[src/rtl/sobel4_pkg.sv]
package sobel4_pkg;
    localparam int PIX_W = 8;
    localparam int LANES = 4;
    localparam int WORD_W = PIX_W * LANES;
    localparam int ROWS = 3;

    typedef enum logic [1:0] {
        DIR_0   = 2'd0,
        DIR_45  = 2'd1,
        DIR_90  = 2'd2,
        DIR_135 = 2'd3
    } dir_e;
endpackage

[src/rtl/s4_line_mem.sv]
module s4_line_mem #(
    parameter int DEPTH = 16,
    parameter int DW    = 32,
    localparam int AW   = (DEPTH > 1) ? $clog2(DEPTH) : 1
) (
    input  logic          clk,
    input  logic          we,
    input  logic [AW-1:0] waddr,
    input  logic [DW-1:0] wdata,
    input  logic          re,
    input  logic [AW-1:0] raddr,
    output logic [DW-1:0] rdata
);
    logic [DW-1:0] mem [DEPTH];

    always_ff @(posedge clk) begin
        if (we) begin
            mem[waddr] <= wdata;
        end
        if (re) begin
            rdata <= mem[raddr];
        end
    end
endmodule

[src/rtl/s4_kernel.sv]
module s4_kernel
    import sobel4_pkg::*;
(
    input  logic [PIX_W-1:0]  t0,
    input  logic [PIX_W-1:0]  t1,
    input  logic [PIX_W-1:0]  t2,
    input  logic [PIX_W-1:0]  m0,
    input  logic [PIX_W-1:0]  m2,
    input  logic [PIX_W-1:0]  b0,
    input  logic [PIX_W-1:0]  b1,
    input  logic [PIX_W-1:0]  b2,
    output logic [PIX_W-1:0]  mag,
    output dir_e              dir,
    output logic signed [11:0] gx,
    output logic signed [11:0] gy
);
    logic [9:0]  lsum, rsum, tsum, bsum;
    logic [10:0] ax, ay;
    logic [11:0] sum;
    logic [18:0] ax_w, lo_lim, hi_lim, ay_sc;

    always_comb begin
        // weighted column and row sums, x2 done by a shift
        lsum = {2'b0, t0} + {1'b0, m0, 1'b0} + {2'b0, b0};
        rsum = {2'b0, t2} + {1'b0, m2, 1'b0} + {2'b0, b2};
        tsum = {2'b0, t0} + {1'b0, t1, 1'b0} + {2'b0, t2};
        bsum = {2'b0, b0} + {1'b0, b1, 1'b0} + {2'b0, b2};
        gx = $signed({2'b0, rsum}) - $signed({2'b0, lsum});
        gy = $signed({2'b0, bsum}) - $signed({2'b0, tsum});
        ax = gx[11] ? (~gx[10:0] + 11'd1) : gx[10:0];
        ay = gy[11] ? (~gy[10:0] + 11'd1) : gy[10:0];
        sum = {1'b0, ax} + {1'b0, ay};
        mag = (sum > 12'd255) ? 8'hFF : sum[7:0];
        // 53/128 ~ tan(22.5), 309/128 ~ tan(67.5), built from shifts
        ax_w   = {8'b0, ax};
        lo_lim = (ax_w << 5) + (ax_w << 4) + (ax_w << 2) + ax_w;
        hi_lim = lo_lim + (ax_w << 8);
        ay_sc  = {8'b0, ay} << 7;
        if (ay_sc <= lo_lim) begin
            dir = DIR_0;
        end else if (ay_sc >= hi_lim) begin
            dir = DIR_90;
        end else if (gx[11] == gy[11]) begin
            dir = DIR_45;
        end else begin
            dir = DIR_135;
        end
    end
endmodule

[src/rtl/sobel4_grad.sv]
module sobel4_grad
    import sobel4_pkg::*;
#(
    parameter int IMG_W = 64
) (
    input  logic                clk,
    input  logic                rst_n,
    input  logic                in_valid,
    input  logic                in_sof,
    input  logic                in_eol,
    input  logic                in_eof,
    input  logic [WORD_W-1:0]   in_data,
    output logic                out_valid,
    output logic [WORD_W-1:0]   out_mag,
    output logic [2*LANES-1:0]  out_dir
);
    localparam int WPL = IMG_W / LANES;
    localparam int WA  = $clog2(WPL);
    localparam int FW  = $clog2(WPL + 1);
    localparam int NLINES = ROWS - 1;
    localparam logic [FW-1:0] F_DUMMY = FW'(WPL);
    localparam logic [FW-1:0] F_LAST  = FW'(WPL - 1);

    typedef struct packed {
        logic [1:0]          row;
        logic [WA-1:0]       wcnt;
        logic                flush;
        logic [FW-1:0]       fcnt;
        logic                s1_vld;
        logic                s1_wr;
        logic                s1_first;
        logic                s1_last;
        logic                s1_emit;
        logic                s1_top;
        logic [WA-1:0]       s1_addr;
        logic [WORD_W-1:0]   s1_data;
        logic                b_emit;
        logic                b_first;
        logic                b_last;
        logic [WORD_W-1:0]   b_t;
        logic [WORD_W-1:0]   b_m;
        logic [WORD_W-1:0]   b_b;
        logic [3*PIX_W-1:0]  a_edge;
        logic                o_vld;
        logic [WORD_W-1:0]   o_mag;
        logic [2*LANES-1:0]  o_dir;
    } st_t;

    st_t st_d, st_q;

    logic              rd_en;
    logic [WA-1:0]     rd_addr;
    logic [WORD_W-1:0] rd_data [NLINES];
    logic [WORD_W-1:0] wr_data [NLINES];
    logic [WORD_W-1:0] c_t, c_m, c_b;
    logic [6*PIX_W-1:0] win_t, win_m, win_b;

    logic [PIX_W-1:0]  kmag [LANES];
    dir_e              kdir [LANES];
    logic signed [11:0] kgx [LANES];
    logic signed [11:0] kgy [LANES];

    // line cache: entry 0 holds the newest line, entry 1 the one before
    assign wr_data[0] = st_q.s1_data;
    assign wr_data[1] = rd_data[0];

    for (genvar l = 0; l < NLINES; l++) begin : g_line
        s4_line_mem #(.DEPTH(WPL), .DW(WORD_W)) u_line (
            .clk   (clk),
            .we    (st_q.s1_vld && st_q.s1_wr),
            .waddr (st_q.s1_addr),
            .wdata (wr_data[l]),
            .re    (rd_en),
            .raddr (rd_addr),
            .rdata (rd_data[l])
        );
    end

    // column triplet of the word now in stage 1; top row black on a frame's first line
    assign c_t = st_q.s1_top ? '0 : rd_data[1];
    assign c_m = rd_data[0];
    assign c_b = st_q.s1_data;

    // shared 3x6 window: column 0 from the previous word, 1..4 the centre word, 5 the next word
    assign win_t = {(st_q.b_last ? {PIX_W{1'b0}} : c_t[PIX_W-1:0]), st_q.b_t,
                    (st_q.b_first ? {PIX_W{1'b0}} : st_q.a_edge[PIX_W-1:0])};
    assign win_m = {(st_q.b_last ? {PIX_W{1'b0}} : c_m[PIX_W-1:0]), st_q.b_m,
                    (st_q.b_first ? {PIX_W{1'b0}} : st_q.a_edge[2*PIX_W-1:PIX_W])};
    assign win_b = {(st_q.b_last ? {PIX_W{1'b0}} : c_b[PIX_W-1:0]), st_q.b_b,
                    (st_q.b_first ? {PIX_W{1'b0}} : st_q.a_edge[3*PIX_W-1:2*PIX_W])};

    for (genvar k = 0; k < LANES; k++) begin : g_lane
        s4_kernel u_kern (
            .t0  (win_t[PIX_W*k +: PIX_W]),
            .t1  (win_t[PIX_W*(k+1) +: PIX_W]),
            .t2  (win_t[PIX_W*(k+2) +: PIX_W]),
            .m0  (win_m[PIX_W*k +: PIX_W]),
            .m2  (win_m[PIX_W*(k+2) +: PIX_W]),
            .b0  (win_b[PIX_W*k +: PIX_W]),
            .b1  (win_b[PIX_W*(k+1) +: PIX_W]),
            .b2  (win_b[PIX_W*(k+2) +: PIX_W]),
            .mag (kmag[k]),
            .dir (kdir[k]),
            .gx  (kgx[k]),
            .gy  (kgy[k])
        );

        // a diagonal code needs both derivatives non-zero
        p_diag_nonzero_r3: assert property (@(posedge clk) disable iff (!rst_n)
            (kdir[k] == DIR_45 || kdir[k] == DIR_135) |-> (kgx[k] != 0 && kgy[k] != 0));
        // a flat neighbourhood gives zero magnitude and code 0
        p_zero_grad_r2: assert property (@(posedge clk) disable iff (!rst_n)
            (kgx[k] == 0 && kgy[k] == 0) |-> (kmag[k] == '0 && kdir[k] == DIR_0));
    end

    always_comb begin
        logic [1:0]    cur_row;
        logic [WA-1:0] cur_w;
        logic          dummy;
        st_d    = st_q;
        st_d.s1_vld = 1'b0;
        st_d.s1_wr  = 1'b0;
        st_d.o_vld  = 1'b0;
        rd_en   = 1'b0;
        rd_addr = '0;
        cur_row = in_sof ? 2'd0 : st_q.row;
        cur_w   = in_sof ? '0 : st_q.wcnt;
        dummy   = (st_q.fcnt == F_DUMMY);

        // stage 0: accept a word or generate a flush step
        if (in_valid && !st_q.flush) begin
            st_d.s1_vld   = 1'b1;
            st_d.s1_wr    = 1'b1;
            st_d.s1_data  = in_data;
            st_d.s1_addr  = cur_w;
            st_d.s1_first = (cur_w == '0);
            st_d.s1_last  = in_eol;
            st_d.s1_emit  = (cur_row != 2'd0);
            st_d.s1_top   = (cur_row == 2'd1);
            rd_en   = 1'b1;
            rd_addr = cur_w;
            if (in_eol) begin
                st_d.wcnt = '0;
                st_d.row  = (cur_row == 2'd2) ? 2'd2 : cur_row + 2'd1;
            end else begin
                st_d.wcnt = cur_w + 1'b1;
            end
            if (in_eof) begin
                st_d.flush = 1'b1;
                st_d.fcnt  = '0;
            end
        end else if (st_q.flush) begin
            st_d.s1_vld   = 1'b1;
            st_d.s1_data  = '0;
            st_d.s1_addr  = dummy ? '0 : st_q.fcnt[WA-1:0];
            st_d.s1_first = (st_q.fcnt == '0);
            st_d.s1_last  = (st_q.fcnt == F_LAST);
            st_d.s1_emit  = !dummy;
            st_d.s1_top   = (st_q.row == 2'd1);
            rd_en   = 1'b1;
            rd_addr = dummy ? '0 : st_q.fcnt[WA-1:0];
            if (dummy) begin
                st_d.flush = 1'b0;
                st_d.row   = 2'd0;
            end else begin
                st_d.fcnt = st_q.fcnt + 1'b1;
            end
        end

        // stage 1: evaluate the centre word, then shift the window by one word
        if (st_q.s1_vld) begin
            st_d.o_vld = st_q.b_emit;
            if (st_q.b_emit) begin
                for (int k = 0; k < LANES; k++) begin
                    st_d.o_mag[PIX_W*k +: PIX_W] = kmag[k];
                    st_d.o_dir[2*k +: 2]         = kdir[k];
                end
            end
            st_d.a_edge  = {st_q.b_b[WORD_W-1 -: PIX_W], st_q.b_m[WORD_W-1 -: PIX_W],
                            st_q.b_t[WORD_W-1 -: PIX_W]};
            st_d.b_t     = c_t;
            st_d.b_m     = c_m;
            st_d.b_b     = c_b;
            st_d.b_emit  = st_q.s1_emit;
            st_d.b_first = st_q.s1_first;
            st_d.b_last  = st_q.s1_last;
        end
    end

    always_ff @(posedge clk or negedge rst_n) begin
        if (!rst_n) begin
            st_q <= '0;
        end else begin
            st_q <= st_d;
        end
    end

    assign out_valid = st_q.o_vld;
    assign out_mag   = st_q.o_mag;
    assign out_dir   = st_q.o_dir;

    // the sender keeps the input idle while the last line drains
    p_no_input_in_flush_r6: assert property (@(posedge clk) disable iff (!rst_n)
        st_q.flush |-> !in_valid);
    // the flush counter never runs past the extra shift step
    p_flush_bounded_r6: assert property (@(posedge clk) disable iff (!rst_n)
        st_q.flush |-> (st_q.fcnt <= F_DUMMY));
    // a result only ever follows a window shift
    p_out_after_step_r5: assert property (@(posedge clk) disable iff (!rst_n)
        st_q.o_vld |-> $past(st_q.s1_vld));
endmodule

[config.mk]
export PLATFORM = sky130hd
export DESIGN_NAME = sobel4_grad
export DESIGN_NICKNAME = d
export VERILOG_FILES = /design/src/rtl/sobel4_pkg.sv /design/src/rtl/s4_line_mem.sv /design/src/rtl/s4_kernel.sv /design/src/rtl/sobel4_grad.sv
export SDC_FILE = /design/constraint.sdc
export NUM_CORES = 2
export LEC_CHECK = 0
export CORE_UTILIZATION = 55
export CTS_CLUSTER_DIAMETER = 30
export DETAILED_ROUTE_END_ITERATION = 10
export GPL_TIMING_DRIVEN = 0
export PLACE_DENSITY_LB_ADDON = 0.15
export SYNTH_ARGS = -nofsm -noshare
export SYNTH_HDL_FRONTEND = slang
export SYNTH_HIERARCHICAL = 1
export SYNTH_SLANG_ARGS = --single-unit
[constraint.sdc]
create_clock -name clk -period 21.5 [get_ports clk]
set_input_delay 4.3 -clock clk [delete_from_list [all_inputs] [get_ports clk]]
set_output_delay 4.3 -clock clk [all_outputs]
set_load 0.05 [all_outputs]
Word-level counts from Yosys, hierarchy flattened
Memory sizes are Yosys's and may differ from the RTL's. A register that Yosys moved wholly into a read port is not among the register bits.
Cells that the tools add are included.
{"block": "totals", "regBits": 218, "ramBits": 1024, "input_bits": 38, "out_inout_bits": 41, "word_cells": 191, "n_memories": 2}
{"memory": "g_line[0].u_line.mem", "words": 16, "word_bits": 32, "read_ports": 1, "rd_clocked_by_memory_dff": 1, "write_ports": 1, "line": "s4_line_mem.sv:14", "text": "logic [DW-1:0] mem [DEPTH];"}
{"memory": "g_line[1].u_line.mem", "words": 16, "word_bits": 32, "read_ports": 1, "rd_clocked_by_memory_dff": 1, "write_ports": 1, "line": "s4_line_mem.sv:14"}
{"block": "op_classes", "n_addsub": 67, "n_lt_le_gt_ge": 12, "n_eq_ne": 12, "muxes": 56, "bitwise_logic": 8, "n_reduce_logical": 12}
{"op": "$add A10 B8 Y10", "count": 14}
{"op": "$add A8 B9 Y10", "count": 14}
{"op": "$mux W40", "count": 3}
{"op": "$add A11 B1 Y11 const B", "count": 8}
{"op": "$mux W11", "count": 8}
{"op": "$not A11 Y11", "count": 8}
{"op": "$sub A10 B10 Y11", "count": 8}
{"op": "$mux W8", "count": 10}
{"op": "$add A19 B11 Y19", "count": 4}
{"op": "$add A19 B13 Y19", "count": 4}
{"op": "$add A19 B19 Y19", "count": 4}
{"op": "$ge A18 B19 Y1", "count": 4}
{"op": "$le A18 B19 Y1", "count": 4}
{"op": "$add A16 B15 Y17", "count": 4}
{"op": "$add A11 B11 Y12", "count": 4}
{"op": "$gt A12 B8 Y1 const B", "count": 4}
{"op": "$mux W41", "count": 1}
{"op": "$mux W2", "count": 18}
{"op": "$mux W32", "count": 1}
{"op": "$mux W4", "count": 5}
{"op": "$mux W7", "count": 2}
{"op": "$mux W1", "count": 6}
{"op": "$mux W6", "count": 1}
{"op": "$reduce_and A3 Y1", "count": 2}
{"op": "17 further kinds", "count": 26}

Longest topological paths before layout
{"block": "logic_depth", "depth_word": 17, "mapped_depth": 48, "mapped_depth_nobuf": 47}

Cells and area by module
Netlist, hierarchy kept.
{"module": "s4_line_mem (g_line[1].u_line)", "n_inst": 1, "cells_per_inst": 838, "area_per_inst_um2": 20174.3, "seq_area_each_um2": 16335.7}
{"module": "s4_line_mem (g_line[0].u_line)", "n_inst": 1, "cells_per_inst": 838, "area_per_inst_um2": 20155.6, "seq_area_each_um2": 16335.7}
{"module": "sobel4_grad", "n_inst": 1, "cells_per_inst": 729, "area_per_inst_um2": 9281.4, "seq_area_each_um2": 5455.2}
{"module": "s4_kernel (g_lane[3].u_kern)", "n_inst": 1, "cells_per_inst": 656, "area_per_inst_um2": 5534.1, "seq_area_each_um2": 0.0}
{"module": "s4_kernel (g_lane[0].u_kern)", "n_inst": 1, "cells_per_inst": 646, "area_per_inst_um2": 5461.5, "seq_area_each_um2": 0.0}
{"module": "s4_kernel (g_lane[1].u_kern)", "n_inst": 1, "cells_per_inst": 624, "area_per_inst_um2": 5338.9, "seq_area_each_um2": 0.0}
{"module": "s4_kernel (g_lane[2].u_kern)", "n_inst": 1, "cells_per_inst": 620, "area_per_inst_um2": 5318.9, "seq_area_each_um2": 0.0}

Worst setup path after synthesis
Ideal clock, no wire load.
{"block": "synth_timing", "path_type": "reg-to-reg", "start": "reg st_q[161] (netlist bit)", "end": "reg st_q (netlist bit out_dir[7])", "setup_time_ns": 0.064, "arrival_ns": 10.197, "required_ns": 21.436, "path_slack_ns": 11.239, "stages_incl_launch_ff": 45, "n_path_buf": 1, "period_less_slack_ns": 10.261, "cell_sequence": "dfrtp_1 nor2_1 and2_1 inv_1 fa_1 inv_1 fa_1 inv_1 fa_1 inv_1 ha_1 buf_2 a21o_1 a21oi_1 a31o_2 nand2_1 clkinv_1 o21ai_0 [9 not listed] and2_1 nor2_1 ha_1 a21o_1 a21oi_1 o21ai_0 or4_1 o211ai_1 xnor2_1 xnor2_1 ha_1 inv_1 or4b_2 o2111ai_1 a32oi_1 or4_1 nand3_1 mux2_2"}
{"element": "start: declaration", "line": "sobel4_grad.sv:49", "text": "st_t st_d, st_q;"}
{"element": "start signal: assignment", "line": "sobel4_grad.sv:194", "text": "st_q <= st_d;"}

==> flow_summary_export.csv <==
group,metric,value,unit
cts,cts_root_buf,"clkbuf_16",
cts,cts_hold_buf,0,
die,core-area,0.128,mm^2
final_layout,drive_gt1_share,19.6,%
sta,setup_viol_count_final,0,
logic_synthesis,syn_area,0.0712,mm^2
critical_path,cp.arrival,13310,ps
global_route,gr-usage-all-layers,28.7,%
global_route,grt_max_degree,112,
cts,cts.clk_slew.worst_paths,50,ps
critical_path,cp-end-kind,"register",
die,num_rows,131,
placement,place.gp.congestion,0.937,
logic_synthesis,ys_warn_count,6,
sta,skew,61.7,ps
logic_synthesis,avgSynthCellArea,14.4,um^2
sta,setup_slack,8910,ps
placement,port_buffers,76,
final_layout,final_net_count,6034,
drt,drt-total-wl,184,mm
global_route,first_global_vias,44300,
sta,hold_ws,491,ps
outcome,status,"finished clean",
logic_synthesis,syn-instance-count,4942,
global_route,antenna_found_initial,7,
cts,cts.sinks,1306,
critical_path,cp-start-kind,"register",
critical_path,path_class,"register to register",
sta,slew_violations,0,
critical_path,required,22230,ps
drt,wire_per_inst,25.4,um
die,initial_core_util,55.6,%
final_layout,layout_common_cells,"1,088 x edfxtp_1, 586 x inv_1, 374 x ha_1, 308 x fa_1, 256 x mux4_2",
critical_path,cpMostUsedCell,"inv_1",
final_layout,final_common_cell,"edfxtp_1",
sta,slew-limit-headroom,15.8,%
global_route,grt_overflow,0,
drt,drtAntennaViolNets,0,
final_layout,nFillCells,8987,
global_route,grt_pass1_wl,276,mm
sta,rsz0062_at_grt,"no",
cts,cts_made_buffers,238,
sta,fin_tns_setup,0,ps
critical_path,cp_slowest_cell,"dfrtp_1",
sta,fmax,79.4,MHz
drt,via_count,43200,
cts,cts_tree,"yes",
cts,h-tree-depth,4,
die,die_area,0.131,mm^2
cts,cts_resized,0,
final_layout,syn2layout_area_growth,17.5,%
hold_path,hold_path.class,"register to register",
sta,hold_violations,0,
sta,tightestPinTransition,1250,ps
die,ios,79,
job,maxCapViolations,0,
cts,cts_buffer_depth,3,
drt,viasPerCell,5.96,
logic_synthesis,syn_nets,5662,
die,dieWidth,362,um
placement,place_ws,8990,ps
cts,clk_latency,850,ps
drt,drt_iter0_markers,3975,
sta,min_period,12590,ps
critical_path,crit_path_max_fanout,19,
drt,drc,0,
placement,place_hpwl,129,mm
cts,cts_setup_buffers,0,
critical_path,critPathMaxStageDelay,850,ps
sta,period_share,58.5,%
die,die_y,362,um
drt,first_pass_iters,6,
per-stage QoR:
step           instance area [um^2]  utilization, %  instances
3_3_place_gp                  74100            57.9       6747
2_1_floorplan                 71200               -       4942
5_1_grt                       83700            65.3       7254
3_5_place_dp                  75300            58.8       6803
4_1_cts                       83700            65.3       7254
6_report                      83700            65.4       7256
critical path, delay by kind of cell (launching register included):
kind / cells / cell delay [ps]
AO/OA/AOI/OAI: 13 / 2880
XOR/XNOR: 2 / 890
adder cells (fa/ha/maj): 9 / 3660
buffers and inverters: 8 / 820
flip-flops: 1 / 850
multiplexers: 2 / 380
AND/OR/NAND/NOR: 10 / 2990
flip-flops by register name, summed over array words and instances (netlist names):
name	cells
out_valid	1
out_mag	32
g_line.u_line/rdata	64
st_q	145
out_dir	8
c_b	32
g_line.u_line/mem	1024
final timing paths:
| path | startpoint | endpoint | slack (ps) | cells past startpoint |
|---|---|---|---|---|
| worst max-delay path | c_b[6] | out_dir[6] | 8910 | 44 |
| worst min-delay path | g_line[1].u_line/rdata[29] | st_q[158] | 490 | 2 |
| worst max register to register | c_b[6] | out_dir[6] | 8910 | 44 |
| worst min register to register | g_line[1].u_line/rdata[29] | st_q[158] | 490 | 2 |
| max in group asynchronous | rst_n | st_q[74] | 16910 | 3 |
| min in group asynchronous | rst_n | out_mag[21] | 3260 | 1 |
layout make-up:
class	count	area, um^2	area share (%)
well taps	1729	2160	2.59
clock inverters	170	2070	2.48
inverters	600	2260	2.71
multi-input cells	2856	30100	35.9
flip-flops and latches	1306	38100	45.6
diodes	2	5.00	0.00598
plain buffers	180	980	1.17
repair buffers	132	1690	2.01
clock buffers	281	6310	7.54
routing by layer:
layer	share of wire [%]	track usage, %	wire [um]
met5	0	0	0
met3	8.1	6.05	14900
met2	49	47.2	89200
met4	3.8	10.9	6930
met1	40	37.8	72900
Power is not shown: default switching activity piles up to over one toggle a cycle in this logic, so the estimate is an artifact.
